`config.mk`:
```
export PLATFORM = sky130hd
export DESIGN_NAME = lm_seq
export DESIGN_NICKNAME = d
export VERILOG_FILES = /design/src/rtl/lm_pkg.sv /design/src/rtl/lm_lowbit.sv /design/src/rtl/lm_popcnt.sv /design/src/rtl/lm_seq.sv
export SDC_FILE = /design/constraint.sdc
export NUM_CORES = 1
export LEC_CHECK = 0
export BUFFER_PORTS_ARGS = -buffer_cell sky130_fd_sc_hd__buf_4
export CAP_MARGIN = 10
export CELL_PAD_IN_SITES_DETAIL_PLACEMENT = 1
export CELL_PAD_IN_SITES_GLOBAL_PLACEMENT = 1
export CORE_MARGIN = 2
export CORE_UTILIZATION = 30
export CTS_CLUSTER_DIAMETER = 80
export DETAILED_ROUTE_END_ITERATION = 16
export PLACE_DENSITY_LB_ADDON = 0.1
export SETUP_SLACK_MARGIN = 0.2
export SLEW_MARGIN = 20
export SYNTH_ARGS = -nofsm -noshare
export SYNTH_HDL_FRONTEND = slang
export SYNTH_HIERARCHICAL = 1
export SYNTH_SLANG_ARGS = --single-unit
```
`constraint.sdc`:
```
create_clock -name clk_i -period 4.48 [get_ports clk_i]
set_clock_uncertainty 0.2 [all_clocks]
set_input_delay 0.672 -clock clk_i [delete_from_list [all_inputs] [get_ports clk_i]]
set_output_delay 0.672 -clock clk_i [all_outputs]
set_load 0.05 [all_outputs]
```
`src/rtl/lm_pkg.sv`:
```
package lm_pkg;
  typedef enum logic [2:0] {
    ST_IDLE,
    ST_REQ,
    ST_TAIL,
    ST_WB,
    ST_DONE
  } lm_state_e;
endpackage

```
`src/rtl/lm_lowbit.sv`:
```
module lm_lowbit #(
  parameter int N  = 16,
  parameter int IW = $clog2(N)
) (
  input  logic [N-1:0]  mask_i,
  output logic [IW-1:0] idx_o
);
  // downward scan leaves the lowest set bit
  always_comb begin
    idx_o = '0;
    for (int i = N - 1; i >= 0; i--) begin
      if (mask_i[i]) idx_o = IW'(i);
    end
  end
endmodule

```
`src/rtl/lm_popcnt.sv`:
```
module lm_popcnt #(
  parameter int N  = 16,
  parameter int CW = $clog2(N + 1)
) (
  input  logic [N-1:0]  mask_i,
  output logic [CW-1:0] cnt_o
);
  always_comb begin
    cnt_o = '0;
    for (int i = 0; i < N; i++) cnt_o = cnt_o + CW'(mask_i[i]);
  end
endmodule

```
`src/rtl/lm_seq.sv`:
```
module lm_seq
  import lm_pkg::*;
#(
  parameter int AW         = 32,
  parameter int DW         = 32,
  parameter int NREG       = 16,
  parameter int WORD_BYTES = 4,
  localparam int IW        = $clog2(NREG)
) (
  input  logic            clk_i,
  input  logic            rst_ni,
  input  logic            start_i,
  input  logic [AW-1:0]   base_addr_i,
  input  logic [NREG-1:0] reg_mask_i,
  input  logic [IW-1:0]   base_idx_i,
  input  logic            wback_i,
  output logic            rd_req_o,
  output logic [AW-1:0]   rd_addr_o,
  input  logic            rd_valid_i,
  input  logic [DW-1:0]   rd_data_i,
  output logic            wr_en_o,
  output logic [IW-1:0]   wr_idx_o,
  output logic [DW-1:0]   wr_data_o,
  output logic            br_en_o,
  output logic [DW-1:0]   br_addr_o,
  output logic            wb_en_o,
  output logic [IW-1:0]   wb_idx_o,
  output logic [AW-1:0]   wb_data_o,
  output logic            wb_unknown_o,
  output logic            err_empty_o,
  output logic            busy_o,
  output logic            done_o
);
  localparam int CW = $clog2(NREG + 1);
  localparam logic [IW-1:0] PC_IDX = IW'(NREG - 1);
  localparam logic [AW-1:0] STEP   = AW'(WORD_BYTES);

  lm_state_e       state_q;
  logic [AW-1:0]   addr_q, base_q;
  logic [NREG-1:0] rem_q, rem_nxt;
  logic [IW-1:0]   bidx_q, cur_idx, out_idx_q;
  logic [CW-1:0]   cnt_q, start_cnt;
  logic [DW-1:0]   out_data_q;
  logic            wb_q, in_list_q, empty_q, out_en_q, out_pc_q;

  lm_lowbit #(.N(NREG), .IW(IW)) u_lowbit (
    .mask_i (rem_q),
    .idx_o  (cur_idx)
  );

  lm_popcnt #(.N(NREG), .CW(CW)) u_popcnt (
    .mask_i (reg_mask_i),
    .cnt_o  (start_cnt)
  );

  // drop the lowest set bit
  assign rem_nxt = rem_q & (rem_q - NREG'(1));

  always_ff @(posedge clk_i or negedge rst_ni) begin
    if (!rst_ni) begin
      state_q    <= ST_IDLE;
      addr_q     <= '0;
      base_q     <= '0;
      rem_q      <= '0;
      bidx_q     <= '0;
      cnt_q      <= '0;
      wb_q       <= 1'b0;
      in_list_q  <= 1'b0;
      empty_q    <= 1'b0;
      out_en_q   <= 1'b0;
      out_pc_q   <= 1'b0;
      out_idx_q  <= '0;
      out_data_q <= '0;
    end else begin
      out_en_q <= 1'b0;
      out_pc_q <= 1'b0;
      unique case (state_q)
        ST_IDLE: begin
          if (start_i) begin
            base_q    <= base_addr_i;
            addr_q    <= base_addr_i;
            rem_q     <= reg_mask_i;
            bidx_q    <= base_idx_i;
            wb_q      <= wback_i;
            in_list_q <= reg_mask_i[base_idx_i];
            cnt_q     <= start_cnt;
            empty_q   <= (reg_mask_i == '0);
            state_q   <= (reg_mask_i == '0) ? ST_DONE : ST_REQ;
          end
        end
        ST_REQ: begin
          if (rd_valid_i) begin
            out_idx_q  <= cur_idx;
            out_data_q <= rd_data_i;
            if (cur_idx == PC_IDX) out_pc_q <= 1'b1;
            else                   out_en_q <= 1'b1;
            addr_q  <= addr_q + STEP;
            rem_q   <= rem_nxt;
            state_q <= (rem_nxt != '0) ? ST_REQ : ST_TAIL;
          end
        end
        ST_TAIL: state_q <= wb_q ? ST_WB : ST_DONE;
        ST_WB:   state_q <= ST_DONE;
        ST_DONE: state_q <= ST_IDLE;
        default: state_q <= ST_IDLE;
      endcase
    end
  end

  assign rd_req_o     = (state_q == ST_REQ);
  assign rd_addr_o    = addr_q;
  assign wr_en_o      = out_en_q;
  assign wr_idx_o     = out_idx_q;
  assign wr_data_o    = out_data_q;
  assign br_en_o      = out_pc_q;
  assign br_addr_o    = out_data_q;
  assign wb_en_o      = (state_q == ST_WB);
  assign wb_idx_o     = bidx_q;
  // value is meaningless when wb_unknown_o is set
  assign wb_data_o    = base_q + AW'(cnt_q) * STEP;
  assign wb_unknown_o = (state_q == ST_WB) && in_list_q;
  assign done_o       = (state_q == ST_DONE);
  assign err_empty_o  = (state_q == ST_DONE) && empty_q;
  assign busy_o       = (state_q != ST_IDLE);
endmodule

```
== Yosys cells after proc, flatten, opt, wreduce, memory -nomap -nowiden ==
Index checks and enable logic that the tools add are counted.

* $add $sub $neg: 18
* $mul: 0
* Divide/modulo/power cells: 0
* $lt $le $gt $ge: 1
* Equality and inequality tests: 7
* Shift operators: 0
* Muxes and demuxes: 36
* Bitwise logic cells: 1
* Reduce and logical (&&, ||, !) cells: 11

{| class="wikitable"
|+ Operator list
! kind !! count
|-
| $add A5 B1 Y5 || 14
|-
| $mux W32 || 2
|-
| $mux W4 || 16
|-
| $pmux W32 S2 || 1
|-
| $add A32 B3 Y32 const B || 1
|-
| $add A32 B7 Y32 || 1
|-
| $mux W16 || 2
|-
| $pmux W16 S2 || 1
|-
| $and A16 B16 Y16 || 1
|-
| $logic_not A16 Y1 || 1
|-
| $reduce_bool A16 Y1 || 1
|-
| $sub A16 B1 Y16 const B || 1
|-
| $mux W3 || 4
|-
| $pmux W3 S4 || 1
|-
| $mux W1 || 7
|-
| $eq A3 B2 Y1 const B || 2
|-
| $reduce_and A2 Y1 || 3
|-
| $lt A4 B5 Y1 const B || 1
|-
| $bmux W1 S4 || 1
|-
| $eq A4 B4 Y1 const B || 1
|-
| $eq A3 B1 Y1 const B || 1
|-
| $eq A3 B3 Y1 const B || 1
|-
| $logic_not A3 Y1 || 1
|-
| $reduce_and A3 Y1 || 1
|-
| other kinds (7) || 8
|}

* Bits in registers: 133
* Bits in latches: 0
* Memory bits (writable): 0
* ROM bits: 0
* Input bits: 89
* Word-level logic and storage cells: 87
* Memories: 0

== Logic depth before layout (Yosys ltp) ==
* Depth in word-level cells: 20
* Gate-level depth with buffers: 15
* Mapped depth without buffers: 15

== Modules after synthesis ==
The synthesis kept the hierarchy.

{| class="wikitable"
|+ By module, submodules not included
! module !! times used !! cells an instance !! area an instance (um^2) !! seq. area each (um^2)
|-
| lm_seq || 1 || 849 || 7198.2 || 3328.2
|-
| lm_popcnt || 1 || 52 || 481.7 || 0.0
|-
| lm_lowbit || 1 || 31 || 178.9 || 0.0
|}

== Worst setup path before layout ==
Ideal clock, no wire load.

* Kind: input-to-reg
* From: in reg_mask_i[0]
* To: reg cnt_q[4]
* Setup time: 65 ps
* Arrival: 3962 ps
* Required time: 4215 ps
* Path slack: 253 ps
* Stages: 13
* Path buffers: 0
* Cells stage by stage: fa_1 -> ha_1 -> inv_1 -> fa_1 -> fa_1 -> fa_1 -> fa_1 -> fa_1 -> inv_1 -> a21oi_1 -> o21bai_1 -> nand2_1 -> nand2_1

* Word-level cells in the longest chain between the ends: 15

{| class="wikitable"
|+ Ends and longest elaborated chain
! element !! RTL line !! text
|-
| from (decl) || lm_seq.sv:14 || <nowiki>input logic [NREG-1:0] reg_mask_i,</nowiki>
|-
| $add A1 B1 Y2 || lm_popcnt.sv:10 || <nowiki>for (int i = 0; i < N; i++) cnt_o = cnt_o + CW'(mask_i[i]);</nowiki>
|-
| $add A5 B1 Y5 (14 in a row) || lm_popcnt.sv:10 ||
|-
| via start_cnt[4] || lm_seq.sv:42 || <nowiki>logic [CW-1:0] cnt_q, start_cnt;</nowiki>
|-
| to (signal assigned) || lm_seq.sv:86 || <nowiki>cnt_q <= start_cnt;</nowiki>
|-
| to (decl) || lm_seq.sv:42 ||
|}

The timed path passes the listed nets, and every way through them passes these cells.
A chain may end at the register's enable or synchronous reset.

== Worst setup path in the final report ==
Same ends and word-level chain as after synthesis.

==> impl_metrics.ini <==
[synth]
yosys_register_bits = 133
synthesis.yosys.warnings = 6
synth-edff-count = 0
yosys_most_used_dff = dfrtp_1
syn_avg_cell_area_um2 = 8.43
synthesis.nets = 1048
netlist-cell-type-count = 61
async_flop_share = 1.00
mappedNetlistArea_um2 = 7860
synth_largest_area_cell = dfrtp_1
yosysSeqAreaShare = 0.423
yosys-top-cells-area = dfrtp_1 42%, nand2_1 13%, buf_4 3.2%, fa_1 3.1%, xnor2_1 2.9%
yosys.area.top_type_share = 0.423
syn-instance-count = 932

[setup_path]
arrival_ps = 4240
critPathRequiredTime_ps = 4640
critical_path.top_delay_family = adder cells
startpoint_type = input port
worstPathCellList = buf_4, fa_1, ha_1, inv_1, fa_1, fa_1, fa_1, fa_1, fa_1, inv_1, a21oi_1, o21bai_1, nand2_1, nand2_1
slowest_stage = fa_1
crit_fanout = 2
worstSetupEndpointType = flop
timing.setup.critical_path_class = input port to flop
cp.buffers_inverters = 3
most_frequent_cell_on_the_critical_path = fa_1
max_stage_delay_ps = 520

[floorplanning]
die_y_um = 166
design.core.area_um2 = 25900
ios = 233
design.die.area_um2 = 27500
placementRows = 59
chipWidth_um = 166
start_util = 0.303

[sta]
unrepaired_setup_endpoints_after_global_routing = false
period_needed_ps = 4080
finalHoldViolations = 0
setup_viol_count_final = 0
max_freq_ghz = 0.245
timing.max_slew.rel_slack = 0.253
report.final.slew_viol_count = 0
worst_slew_pin_slew_ps = 1120
setup_ws_ps = 396
finalHoldWorstSlack_ps = 48.5
final_min_period_over_clock_period = 0.912

[flow_run]
max-cap-violations = 0

[cells_and_area]
final_area_um2 = 10300
syn_to_layout_area_delta_pct = 30.9
layout.core_utilization = 0.397
final_net_count = 1233
antenna_cells_inserted = 0
layout-drive-gt1-share = 0.263
final_cell_mix = 280 x nand2_1, 246 x buf_4, 133 x dfrtp_1
most_common_library_cell_in_the_layout_ignoring_fill_and_taps = nand2_1

[global_routing]
grt_pass1_wl_um = 42500
grt_max_degree = 71
first_global_vias = 7473
track_usage = 0.192
globalRouteOverflowTotal = 0
number_of_antenna_violations_at_the_first_check_in_global_routing = 0

[cts]
cts_sinks = 133
tritoncts_buffers = 17
worst_skew_pair.late_latency_ps = 420
clock_tree.root_cell = clkbuf_16
cts.path.max_buffers = 2
clock_pin_slew_on_the_worst_setup_and_hold_paths_ps = 60
clock_tree_from_tritoncts = done
cts_hold_buf = 0
clock_tree.htree_level_count = 4
post_cts.resized_instances = 0
cts_setup_buffers = 0

[placed_design]
dp_worst_setup_slack_ps = -39.2
hpwlAfterDp_um = 19400
last_weighted_congestion_value_of_the_routability_driven_placer = 0.826
placed_cell_area_um2 = 9710
io_buffer_count = 232

[route]
vias = 7394
initialDrtViolationCount = 404
wl_um = 26300
routed_wire_length_per_instance_um = 17.9
avgViaCountPerCell = 5.05
drt.antenna.violating_nets = 0
firstDrtPassIters = 4
detail_route.drc_violations = 0

[run_status]
status = complete, no violations

[worst_hold_path]
min_path_type = input port to async pin
## routing by layer
metal	vias up	GRT usage	wire length, um	part of all wire
met1	3687	0.262	12100	0.46
met5	-	0	0	0
li1	3541	-	-	-
met2	148	0.323	13000	0.50
met4	0	0.0457	227	0.0086
met3	18	0.0288	915	0.035
## stage by stage
| step | instances | TNS (ps) |
|---|---|---|
| floorplan | 932 | 0 |
| global placement | 1433 | 0 |
| detailed placement | 1433 | -39.2 |
| CTS | 1464 | 0 |
| global route | 1464 | 0 |
| finish | 1464 | 0 |
## sequential cells by signal, summed over array words and instances, names as in the netlist
register / count
wb_idx_o: 4
rem_q: 16
base_q: 32
br_addr_o: 32
wb_q: 1
rd_addr_o: 32
cnt_q: 5
state_q: 3
wr_en_o: 1
wr_idx_o: 4
br_en_o: 1
empty_q: 1
in_list_q: 1
## worst reg2reg max path, cell delays in order, from the launching register on
cell	delay, ps
dfrtp_1	490
or3b_2	840
inv_2	550
and2_1	260
buf_4	370
nand4_1	150
a2bb2oi_1	180
## cells in the mapped netlist, types with 9 or more instances
cell / number
or3_1: 9
nand3_1: 35
a31oi_1: 9
nor3_1: 9
buf_2: 9
nor2_1: 39
nand2_1: 281
xnor2_1: 26
a22o_1: 14
and3_1: 13
buf_4: 34
inv_1: 41
o21ai_0: 38
clkbuf_1: 38
o211ai_1: 11
nand4_1: 15
fa_1: 12
dfrtp_1: 133
o22ai_1: 9
a21oi_1: 41
ha_1: 15
## cell type report
type,instances,area [um^2]
timing repair buffer,247,1860
clock buffer,18,429
fill,3016,15600
multi-input combinational,677,3950
tap,335,419
inverter,41,154
sequential,133,3330
clock inverter,13,151
## cell families after synthesis
kind of cell | Yosys count | synth area share
AOI/OAI and AO/OA | 171 | 0.145
xor gates and xnor gates | 27 | 0.0301
adders and majority gates | 28 | 0.0557
buffers and inverters | 122 | 0.0759
DFF | 133 | 0.423
muxes | 6 | 0.0156
and+or+nand+nor | 445 | 0.254
## path summary, 6_finish.rpt
| kind | start | endpoint | slack (ps) | depth (start not counted) |
|---|---|---|---|---|
| max in group asynchronous | rst_ni | br_addr_o[10]$_DFFE_PN0P_ | 3070 | 2 |
| worst min register to register | wr_idx_o[0]$_DFFE_PN0P_ | wr_idx_o[0]$_DFFE_PN0P_ | 280 | 2 |
| worst min-delay path | rst_ni | base_q[19]$_DFFE_PN0P_ | 50 | 1 |
| worst max register to register | state_q[1]$_DFFE_PN0P_ | rd_addr_o[29]$_DFFE_PN0P_ | 1360 | 6 |
| worst max-delay path | reg_mask_i[0] | cnt_q[4]$_DFFE_PN0P_ | 400 | 14 |
| min in group clk_i | rd_data_i[26] | br_addr_o[26]$_DFFE_PN0P_ | 240 | 3 |
Power is left out: the tool's default activity adds up to more than one toggle a clock period on the data nets, which glitch-free logic cannot reach.
